$ cat config.mk
export PLATFORM = sky130hd
export DESIGN_NAME = fsync_word_rx
export DESIGN_NICKNAME = d
export VERILOG_FILES = /design/src/rtl/fsync_rx_pkg.sv /design/src/rtl/fsync_edge_det.sv /design/src/rtl/fsync_shreg.sv /design/src/rtl/fsync_word_rx.sv
export SDC_FILE = /design/constraint.sdc
export NUM_CORES = 1
export LEC_CHECK = 0
export BUFFER_PORTS_ARGS = -buffer_cell sky130_fd_sc_hd__buf_2
export CORE_ASPECT_RATIO = 0.5
export CORE_MARGIN = 2
export CORE_UTILIZATION = 40
export DETAILED_ROUTE_END_ITERATION = 16
export SYNTH_ARGS = -nofsm -noshare
export SYNTH_HDL_FRONTEND = slang
export SYNTH_SLANG_ARGS = --single-unit
export TNS_END_PERCENT = 5
$ cat constraint.sdc
create_clock -name clk -period 2.5 [get_ports clk]
set_clock_uncertainty 0.2 [all_clocks]
set_input_delay 0.5 -clock clk [delete_from_list [all_inputs] [get_ports clk]]
set_output_delay 0.5 -clock clk [all_outputs]
set_load 0.01 [all_outputs]
$ cat src/rtl/fsync_rx_pkg.sv
package fsync_rx_pkg;

    typedef enum logic [1:0] {
        ST_HUNT = 2'd0,
        ST_LEAD = 2'd1,
        ST_DATA = 2'd2
    } rx_state_e;

endpackage

$ cat src/rtl/fsync_edge_det.sv
// Detects serial clock edges in the system clock domain and the sync
// line's 0-to-1 change between successive falling-edge samples.
module fsync_edge_det (
    input  logic clk,
    input  logic rst_n,
    input  logic ser_clk,
    input  logic ser_sync,
    input  logic line_en,
    output logic rise_ev,
    output logic fall_ev,
    output logic sync_rise
);

    logic sclk_q;
    logic sync_q;

    always_ff @(posedge clk or negedge rst_n) begin
        if (!rst_n) begin
            sclk_q <= 1'b0;
            sync_q <= 1'b1;
        end else begin
            sclk_q <= ser_clk;
            if (!line_en) begin
                sync_q <= 1'b1;
            end else if (fall_ev) begin
                sync_q <= ser_sync;
            end
        end
    end

    assign rise_ev   = line_en &  ser_clk & ~sclk_q;
    assign fall_ev   = line_en & ~ser_clk &  sclk_q;
    assign sync_rise = fall_ev & ser_sync & ~sync_q;

endmodule

$ cat src/rtl/fsync_shreg.sv
// MSB-first shift register with a saturating count of captured bits.
module fsync_shreg #(
    parameter int WIDTH = 16,
    parameter int CNT_W = 5
) (
    input  logic             clk,
    input  logic             rst_n,
    input  logic             clr,
    input  logic             shift_en,
    input  logic             bit_in,
    output logic [WIDTH-1:0] bits_o,
    output logic [CNT_W-1:0] count_o
);

    localparam logic [CNT_W-1:0] CNT_MAX = '1;

    always_ff @(posedge clk or negedge rst_n) begin
        if (!rst_n) begin
            bits_o  <= '0;
            count_o <= '0;
        end else if (clr) begin
            count_o <= '0;
        end else if (shift_en) begin
            bits_o <= {bits_o[WIDTH-2:0], bit_in};
            if (count_o != CNT_MAX) begin
                count_o <= count_o + 1'b1;
            end
        end
    end

endmodule

$ cat src/rtl/fsync_word_rx.sv
module fsync_word_rx
    import fsync_rx_pkg::*;
#(
    parameter int WORD_W = 16
) (
    input  logic                  clk,
    input  logic                  rst_n,
    input  logic                  ser_clk,
    input  logic                  ser_sync,
    input  logic                  ser_data,
    input  logic                  line_en,
    input  logic                  byte_mode,
    output logic [WORD_W-1:0]     word_data,
    output logic                  word_vld,
    output logic [WORD_W/2-1:0]   byte_data,
    output logic                  byte_vld,
    output logic                  byte_hi
);

    localparam int BYTE_W = WORD_W / 2;
    localparam int CNT_W  = $clog2(WORD_W + 2);
    localparam logic [CNT_W-1:0] WORD_CNT = CNT_W'(WORD_W);
    localparam logic [CNT_W-1:0] BYTE_CNT = CNT_W'(BYTE_W);

    rx_state_e         state_q, state_d;
    logic              rise_ev, fall_ev, sync_rise;
    logic [1:0]        ridx_q;
    logic              pend_q;
    logic              mode_q;
    logic              hi_q;
    logic              latch_ev;
    logic              frame_ok;
    logic              sh_clr;
    logic              sh_en;
    logic [WORD_W-1:0] sh_bits;
    logic [CNT_W-1:0]  sh_cnt;
    logic [CNT_W-1:0]  need_cnt;

    fsync_edge_det u_edge (
        .clk       (clk),
        .rst_n     (rst_n),
        .ser_clk   (ser_clk),
        .ser_sync  (ser_sync),
        .line_en   (line_en),
        .rise_ev   (rise_ev),
        .fall_ev   (fall_ev),
        .sync_rise (sync_rise)
    );

    assign latch_ev = (state_q == ST_DATA) & rise_ev & pend_q & (ridx_q == 2'd1);
    assign need_cnt = mode_q ? BYTE_CNT : WORD_CNT;
    assign frame_ok = latch_ev & (sh_cnt == need_cnt);
    assign sh_clr   = (state_q != ST_DATA) | latch_ev;
    assign sh_en    = (state_q == ST_DATA) & fall_ev;

    fsync_shreg #(
        .WIDTH (WORD_W),
        .CNT_W (CNT_W)
    ) u_shreg (
        .clk      (clk),
        .rst_n    (rst_n),
        .clr      (sh_clr),
        .shift_en (sh_en),
        .bit_in   (ser_data),
        .bits_o   (sh_bits),
        .count_o  (sh_cnt)
    );

    // Next-state logic
    always_comb begin
        state_d = state_q;
        if (!line_en) begin
            state_d = ST_HUNT;
        end else begin
            unique case (state_q)
                ST_HUNT: if (sync_rise) state_d = ST_LEAD;
                ST_LEAD: if (rise_ev && ridx_q == 2'd1) state_d = ST_DATA;
                ST_DATA: state_d = ST_DATA;
                default: state_d = ST_HUNT;
            endcase
        end
    end

    // State register
    always_ff @(posedge clk or negedge rst_n) begin
        if (!rst_n) begin
            state_q <= ST_HUNT;
        end else begin
            state_q <= state_d;
        end
    end

    // Frame bookkeeping: edge index since sync, pending frame, mode, byte phase
    always_ff @(posedge clk or negedge rst_n) begin
        if (!rst_n) begin
            ridx_q <= 2'd0;
            pend_q <= 1'b0;
            mode_q <= 1'b0;
            hi_q   <= 1'b1;
        end else if (!line_en) begin
            ridx_q <= 2'd0;
            pend_q <= 1'b0;
            hi_q   <= 1'b1;
        end else begin
            unique case (state_q)
                ST_HUNT: begin
                    pend_q <= 1'b0;
                    hi_q   <= 1'b1;
                    if (sync_rise) begin
                        ridx_q <= 2'd0;
                        mode_q <= byte_mode;
                    end
                end
                ST_LEAD: begin
                    if (rise_ev && ridx_q != 2'd3) ridx_q <= ridx_q + 2'd1;
                end
                ST_DATA: begin
                    if (sync_rise) begin
                        ridx_q <= 2'd0;
                        pend_q <= 1'b1;
                    end else if (rise_ev) begin
                        if (ridx_q != 2'd3) ridx_q <= ridx_q + 2'd1;
                        if (latch_ev) begin
                            pend_q <= 1'b0;
                            if (mode_q) hi_q <= ~hi_q;
                        end
                    end
                end
                default: ;
            endcase
        end
    end

    // Outputs
    always_ff @(posedge clk or negedge rst_n) begin
        if (!rst_n) begin
            word_data <= '0;
            word_vld  <= 1'b0;
            byte_data <= '0;
            byte_vld  <= 1'b0;
            byte_hi   <= 1'b0;
        end else begin
            word_vld <= frame_ok & ~mode_q;
            byte_vld <= frame_ok &  mode_q;
            if (frame_ok && !mode_q) begin
                word_data <= sh_bits;
            end
            if (frame_ok && mode_q) begin
                byte_data <= sh_bits[BYTE_W-1:0];
                byte_hi   <= hi_q;
            end
        end
    end

endmodule

==> After elaboration in Yosys (flattened, before gate mapping) <==
Cells that the tools add are included.
{ "totals": {"regBits": 57, "in_bits": 7, "out_inout_bits": 27, "elab_cells": 99} }
{ "classes": {"addsub": 2, "n_eq_ne": 20, "muxes": 28, "bitwise_logic": 20, "n_reduce_logical": 15} }
{ "ops": {"columns": ["operator", "count"], "rows": [
  ["!= test 3 bit (second input constant)", 7],
  ["two-way mux 5 bit", 4],
  ["two-way mux 2 bit", 9],
  ["bitwise AND 1 bit", 13],
  ["case mux 2 bit (3 select lines)", 2],
  ["two-way mux 1 bit", 11],
  ["AND reduction 5 bit", 2],
  ["!= test 4 bit (second input constant)", 2],
  ["inverter 1 bit", 6],
  ["AND reduction 2 bit", 3],
  ["AND reduction 3 bit", 2],
  ["adder 5 x 1 -> 5 bit (second input constant)", 1],
  ["equality test 5 bit", 1],
  ["!= test 5 bit (second input constant)", 1],
  ["equality test 2 x 1 -> 1 bit (second input constant)", 2],
  ["logical AND 1 bit", 4],
  ["!= test 2 bit (second input constant)", 2],
  ["!= test 4 x 1 -> 1 bit (second input constant)", 1],
  ["!= test 4 x 3 -> 1 bit (second input constant)", 1],
  ["case mux 1 bit (2 select lines)", 2],
  ["nonzero test 2 bit", 2],
  ["!= test 3 x 1 -> 1 bit (second input constant)", 1],
  ["adder 2 x 1 -> 2 bit (second input constant)", 1],
  ["equality test 2 bit (second input constant)", 1],
  ["4 further kinds", 4]
]} }

==> Logic depth before layout (Yosys ltp) <==
Gate-level depths: netlist (run 1).
{ "depth": {"ltp_word": 10, "depth_mapped": 7, "mapped_depth_nobuf": 7} }

==> Hierarchy <==
Synthesis (run 1) repeated with hierarchy kept, for this count alone.
{ "hier_totals": {"cells_unflattened": 182, "hier_area_um2": 2600.0} }
{ "by_module_without_submodules": {"columns": ["module", "n_inst", "cells_per_inst", "area_each_um2", "seq_area_each_um2"], "rows": [
  ["fsync_word_rx", 1, 114, 1586.5, 852.1],
  ["fsync_shreg", 1, 58, 905.9, 525.5],
  ["fsync_edge_det", 1, 10, 107.6, 51.3]
]} }

==> Worst setup path after synthesis (run 1) <==
OpenSTA, ideal clock, no wires.
{ "synth_timing": {"path_type": "reg2reg", "from": "reg state_q[0]", "to": "reg word_data[10]", "setup_ns": 0.125, "arrival_time_ns": 1.755, "t_required_ns": 2.175, "setup_slack_ns": 0.421, "stages_incl_launch_ff": 8, "path_buffers": 1, "synth_period_minus_slack_ns": 2.079, "cell_sequence": "dfrtp_1 > inv_1 > ha_1 > and3b_1 > nand3_1 > nor2_4 > buf_6 > mux2_2"} }
{ "synth_via": {"elab_chain_cells": 6} }
{ "synth_rtl": {"columns": ["item", "line_no", "text"], "rows": [
  ["start: declaration", "fsync_word_rx.sv:25", "rx_state_e state_q, state_d;"],
  ["start signal: assignment", "fsync_word_rx.sv:89", "state_q <= state_d;"],
  ["equality test 2 bit", "fsync_word_rx.sv:50", "assign latch_ev = (state_q == ST_DATA) & rise_ev & pend_q & (ridx_q == 2'd1);"],
  ["bitwise AND 1 bit (3 in series)", "fsync_word_rx.sv:50", null],
  ["bitwise AND 1 bit", "fsync_word_rx.sv:52", "assign frame_ok = latch_ev & (sh_cnt == need_cnt);"],
  ["logical AND 1 bit", "fsync_word_rx.sv:145", "if (frame_ok && !mode_q) begin"],
  ["end signal: assignment", "fsync_word_rx.sv:146", "word_data <= sh_bits;"],
  ["end: declaration", "fsync_word_rx.sv:13", "output logic [WORD_W-1:0] word_data,"]
]} }
No other way between the ends.
A chain may end at the register's enable or synchronous reset.

==> Worst setup path in the final report (run 1) <==
{ "layout_timing": {"from": "reg state_q[0]", "to": "reg word_data[12]"} }
Same word-level chain as after synthesis.

==> results of run 1 <==
power breakdown:
group / leakage, nW / switching (mW) / internal (mW)
clock: 0.151 / 0.403 / 0.848
combinational: 0.720 / 0.0301 / 0.0156
sequential: 0.787 / 0.00374 / 0.929
through the flow:
step | util [%] | std cells | setup slack, ns
after global routing | 51.3 | 316 | 0.0918
after CTS | 51.3 | 316 | 0.243
final | 51.3 | 316 | 0.240
after detailed placement | 45.9 | 299 | 0.253
after global placement | 45.9 | 299 | 0.347
after floorplan | - | 178 | 0.421
critical path: cells and delay by family (launching register included):
family / cells / cell delay, ns
fa+ha+maj: 1 / 0.27
buf+inv: 2 / 0.38
simple gates: 3 / 0.49
flops: 1 / 0.43
mux: 1 / 0.37
area by class of cell:
| class | instances | area [um^2] |
|---|---|---|
| flip-flops and latches | 57 | 1430 |
| repair buffers | 38 | 218 |
| clock inverters | 4 | 50.0 |
| multi-input cells | 110 | 1020 |
| inverters | 7 | 26.3 |
| clock buffers | 12 | 267 |
| fillers | 524 | 2960 |
| well taps | 88 | 110 |
flip-flops by register name, summed over array words and instances (netlist names), 2 cells and up:
signal           count
ridx_q               2
state_q              2
u_shreg.count_o      5
byte_data            8
word_data           16
u_shreg.bits_o      16
path summary, 6_finish.rpt:
| check | startpoint | endpoint | slack (ns) | cells after the start |
|---|---|---|---|---|
| max | state_q[0] | word_data[12] | 0.24 | 7 |
| min | ser_clk | u_edge.sclk_q | 0.15 | 1 |
| max reg2reg | state_q[0] | word_data[12] | 0.24 | 7 |
| min reg2reg | word_data[10] | word_data[10] | 0.30 | 1 |
| max in group asynchronous | rst_n | hi_q | 1.30 | 3 |
| min in group asynchronous | rst_n | u_edge.sclk_q | 0.49 | 3 |
synthesized netlist by cell type, types with 3 or more instances:
| cell type | number |
|---|---|
| dfrtp_1 | 55 |
| mux2_2 | 32 |
| mux2_4 | 10 |
| nand2_1 | 10 |
| ha_1 | 8 |
| inv_1 | 7 |
| nor2_1 | 6 |
| nand2b_1 | 4 |
| a21oi_1 | 3 |
| buf_6 | 3 |
| mux2i_1 | 3 |
| nand4_1 | 3 |
| o21ai_0 | 3 |
cells by family after synthesis:
group           count (synthesis)  share of synthesized area, %
buf+inv                        11                          2.54
mux                            45                          21.5
fa+ha+maj                       8                          3.98
flops                          57                          56.9
xor+xnor                        3                          1.05
simple gates                   40                          10.1
compound gates                 14                          3.93
routing by layer:
metal  track usage [%]  part of all wire, %
met5                 0                    0
met4              6.63                  1.3
met3              7.40                  5.8
met2              22.1                   45
met1              18.6                   48
layout by cell type (no fill, tap or decap), types with 2 or more instances in the layout:
cell type / netlist / layout
a21oi_1: 3 / 3
and3b_1: 2 / 2
buf_2: 0 / 33
buf_4: 0 / 3
clkbuf_16: 0 / 9
clkbuf_8: 0 / 3
clkinvlp_4: 0 / 2
dfrtp_1: 55 / 55
dfstp_2: 2 / 2
ha_1: 8 / 8
inv_1: 7 / 7
mux2_2: 32 / 32
mux2_4: 10 / 10
mux2i_1: 3 / 3
nand2_1: 10 / 10
nand2b_1: 4 / 4
nand3_1: 2 / 2
nand3b_1: 2 / 2
nand4_1: 3 / 3
nor2_1: 6 / 6
o21ai_0: 3 / 3
xor2_1: 2 / 2
==> impl_metrics.py, run 1 <==
metrics = {
    "status": {
        "status": "complete, no violations",
    },
    "setup_path": {
        "cp.required_ns": 2.51,
        "crit_fanout": 17,
        "crit_path_start_kind": "flop",
        "cp_slowest_cell": "dfrtp_1",
        "max_stage_delay_ns": 0.43,
        "crit_chain": "inv_1 -> ha_1 -> and3b_1 -> nand3_1 -> nor2_4 -> buf_4 -> mux2_2",
        "end_kind": "flop",
        "crit_arrival_ns": 2.27,
        "crit_type": "flop to flop",
    },
    "final_layout": {
        "nNetsFinal": 238,
        "drive_gt1_share_pct": 45.2,
        "design_area_um2": 3120,
        "synthToLayoutAreaGrowth_pct": 24.2,
        "antenna_cells": 0,
    },
    "route": {
        "drt-total-wl_um": 4360,
        "dr.pass1.iters": 4,
        "drt_iter0_markers": 84,
        "antenna_left": 0,
        "vias": 1523,
        "drc": 0,
        "avgRoutedWirePerCell_um": 13.8,
        "viasPerCell": 4.82,
    },
    "floorplanning": {
        "core_area_um2": 6080,
        "initial_core_util_pct": 41.3,
        "fp.dieW_um": 116,
        "dieArea_um2": 6970,
        "ioPinCount": 34,
        "rows": 20,
        "die_h_um": 60.0,
    },
    "timing": {
        "tightest_slew_ns": 0.327,
        "fin_crit_sh_pct": 90.4,
        "relSlewSlack_pct": 78.1,
        "whs_ns": 0.146,
        "finalSetupTns_ns": 0,
        "finalHoldViolations": 0,
        "slew_violations": 0,
        "fmax_ghz": 0.443,
        "fin_crit_ns": 2.26,
        "rsz0062_at_grt": "no",
        "setup_viol": 0,
    },
    "clock_tree": {
        "clockBufferDepth": 2,
        "cts_setup_buffers": 0,
        "clock_sinks": 57,
        "cts_max_level": 3,
        "numCtsBuffers": 9,
        "hold_buffers": 1,
        "cts_tree": "yes",
        "cts-resized-gates": 0,
        "clk_latency_ns": 0.33,
        "clk_pin_slew_ns": 0.05,
        "cts_root_buf": "clkbuf_16",
    },
    "synth": {
        "netlist_instances": 178,
        "synth_fp_nets": 193,
        "synth.avg_cell_area_um2": 14.1,
        "netlist_area_um2": 2510,
        "ys_top_cells_by_area": "dfrtp_1 (55%), mux2_2 (14%), mux2_4 (6.0%)",
        "synth_top_cell_area_share_pct": 54.8,
        "yosysWarnings": 0,
        "ys_ff_latch": 57,
        "yosysTopAreaCell": "dfrtp_1",
        "yosysSeqAreaShare_pct": 56.9,
        "async_reset_ff_share_pct": 100,
        "synth_edf_count": 0,
        "netlist-cell-type-count": 39,
        "synth_ff_type": "dfrtp_1",
    },
    "pwr": {
        "p_leak_nw": 1.66,
        "total_power_mw": 2.23,
        "ir_drop_uv": 358,
        "powerDensity_nw_per_um2": 715,
    },
    "global_route": {
        "gr-total-overflow": 0,
        "antenna_found_initial": 0,
        "grt_max_degree": 58,
        "grt_pass1_vias": 1541,
        "grt_usage_pct": 14.9,
        "grt_pass1_wl_um": 7450,
    },
    "run": {
        "cap_violations": 0,
    },
    "placement": {
        "io_buffers": 33,
        "gp_congestion": 0.791,
        "dp.final_hpwl_um": 2920,
        "place_area_um2": 2790,
    },
    "min_path": {
        "hp-class": "input port to flop",
    },
}
Power figures use the tool's default switching activity.
==> run 2: changes to the inputs <==
- REMOVE_ABC_BUFFERS: unset -> 1
- SLEW_MARGIN: unset -> 20
==> run 2 against run 1 <==
Largest power group unchanged. First-iteration DRC count is 39% lower. Global-route usage hardly changed. Via count is 0.92% lower. Cell area hardly changed. Sequential power hardly changed. Critical endpoint is now word_data[15]. Clock power is 3% higher.
==> impl_metrics.py, run 2 (synthesis gave the netlist of run 1 again) <==
metrics = {
    "pwr": {
        "p_leak_nw": 1.66,
        "ir_drop_uv": 251,
        "total_power_mw": 2.27,
        "p_seq_share_pct": 41.2,
        "p_clk_share_pct": 56.9,
        "p_comb_share_pct": 2.0,
        "p_int_mw": 1.81,
        "powerDensity_nw_per_um2": 727,
        "power.switching_mw": 0.452,
        "sw_frac_of_total_pct": 20.0,
    },
    "global_route": {
        "grt_max_degree": 27,
        "grt_pass1_wl_um": 7520,
        "grt_usage_pct": 14.9,
        "gr-total-overflow": 0,
        "antenna_found_initial": 0,
        "grt_pass1_vias": 1573,
    },
    "final_layout": {
        "nNetsFinal": 239,
        "synthToLayoutAreaGrowth_pct": 24.1,
        "largestRegisters": "u_shreg.bits_o: 16 flops, word_data: 16 flops, byte_data: 8 flops",
        "layout_common_cells": "dfrtp_1 (55), buf_2 (33), mux2_2 (32)",
        "design_area_um2": 3120,
        "drive_gt1_share_pct": 45.4,
        "fillerInstances": 541,
        "final_common_cell": "dfrtp_1",
        "antenna_cells": 0,
    },
    "placement": {
        "post-place-ws_ns": 0.247,
        "gp_congestion": 0.788,
        "io_buffers": 33,
        "dp.final_hpwl_um": 3030,
        "place_area_um2": 2790,
    },
    "timing": {
        "finalSetupTns_ns": 0,
        "fin_crit_sh_pct": 90.1,
        "rsz0062_at_grt": "no",
        "relSlewSlack_pct": 69.7,
        "fin_crit_ns": 2.25,
        "setup_viol": 0,
        "postLayoutSetupSlackWorst_ns": 0.247,
        "finalHoldViolations": 0,
        "tightest_slew_ns": 0.454,
        "slew_violations": 0,
        "fmax_ghz": 0.444,
        "whs_ns": 0.140,
    },
    "setup_path": {
        "max_stage_delay_ns": 0.42,
        "reg2reg_depth": 7,
        "end_kind": "flop",
        "crit_type": "flop to flop",
        "crit_buf_inv": 2,
        "crit_path_start_kind": "flop",
        "crit_fanout": 17,
        "crit_arrival_ns": 2.26,
        "r2r-end": "word_data[15]",
        "crit_chain": "inv_1 -> ha_1 -> and3b_1 -> nand3_1 -> nor2_4 -> buf_4 -> mux2_2",
        "cp_slowest_cell": "dfrtp_1",
        "r2r_start": "state_q[0]",
        "cp.required_ns": 2.50,
        "cp_top_family": "simple AND/OR/NAND/NOR gates",
        "r2r_slack_ns": 0.25,
    },
    "floorplanning": {
        "core_area_um2": 6080,
        "dieArea_um2": 6970,
        "die_h_um": 60.0,
        "fp.dieW_um": 116,
        "rows": 20,
        "initial_core_util_pct": 41.3,
        "ioPinCount": 34,
    },
    "route": {
        "routed.top_layer": "met4",
        "drt-total-wl_um": 4430,
        "viasPerCell": 4.76,
        "dr.pass1.iters": 4,
        "drt_iter0_markers": 51,
        "wl_met3_um": 171,
        "wl_met2_um": 2060,
        "antenna_left": 0,
        "drc": 0,
        "avgRoutedWirePerCell_um": 14.0,
        "vias": 1509,
        "wl_met1_um": 2120,
    },
    "clock_tree": {
        "cts_root_buf": "clkbuf_16",
        "clk_latency_ns": 0.32,
        "clockBufferDepth": 2,
        "cts-resized-gates": 0,
        "numCtsBuffers": 9,
        "clock_sinks": 57,
        "cts_max_level": 3,
        "cts_tree": "yes",
        "clk_pin_slew_ns": 0.05,
    },
    "min_path": {
        "hp-class": "input port to flop",
        "holdPathStages": 1,
        "whs_endpoint": "u_edge.sclk_q",
        "hold_path.startpoint": "ser_clk",
    },
    "run": {
        "cap_violations": 0,
    },
    "status": {
        "status": "complete, no violations",
    },
}
[run 2: worst max-delay path by stage]
stage	endpoint	startpoint	cells after the start
global placement	word_data[12]	state_q[0]	7
global route	word_data[15]	state_q[0]	7
CTS	word_data[15]	state_q[0]	7
floorplan	word_data[0]	state_q[0]	6
detailed placement	word_data[15]	state_q[0]	7
finish	word_data[15]	state_q[0]	7
[run 2: per-layer routing]
metal / vias to the layer above / global-route usage, %
li1: 724 / -
met1: 748 / 19.2
met2: 30 / 22.2
met3: 7 / 4.67
met4: 0 / 9.18
met5: - / 0
[run 2: final cells by class]
type | count | area [um^2] | share of cell area [%]
Multi-Input combinational cell | 110 | 1020 | 32.7
Clock inverter | 7 | 93.8 | 3.01
Tap cell | 88 | 110 | 3.53
Timing Repair Buffer | 39 | 213 | 6.82
Clock buffer | 9 | 225 | 7.23
Sequential cell | 57 | 1430 | 45.8
Inverter | 7 | 26.3 | 0.843
[run 2: power by group through the flow]
stage	clock network (mW)	logic, mW	registers (mW)
5_1_grt	1.36	0.0529	0.932
3_5_place_dp	0	0.0458	0.948
3_3_place_gp	0	0.0444	0.947
4_1_cts	1.32	0.0470	0.932
6_report	1.29	0.0451	0.932
2_1_floorplan	0	0.0116	0.947
[run 2: what timing repair did]
item | in CTS | in global routing
setup buffers | 0 | 0
hold buffers | 1 | 0
endpoints found under the hold margin | 18 | 0
[run 2: metrics by stage]
stage / utilization [%] / std cells
floorplan: - / 174
global placement: 45.8 / 300
detailed placement: 45.8 / 300
CTS: 51.3 / 317
global route: 51.3 / 317
finish: 51.3 / 317
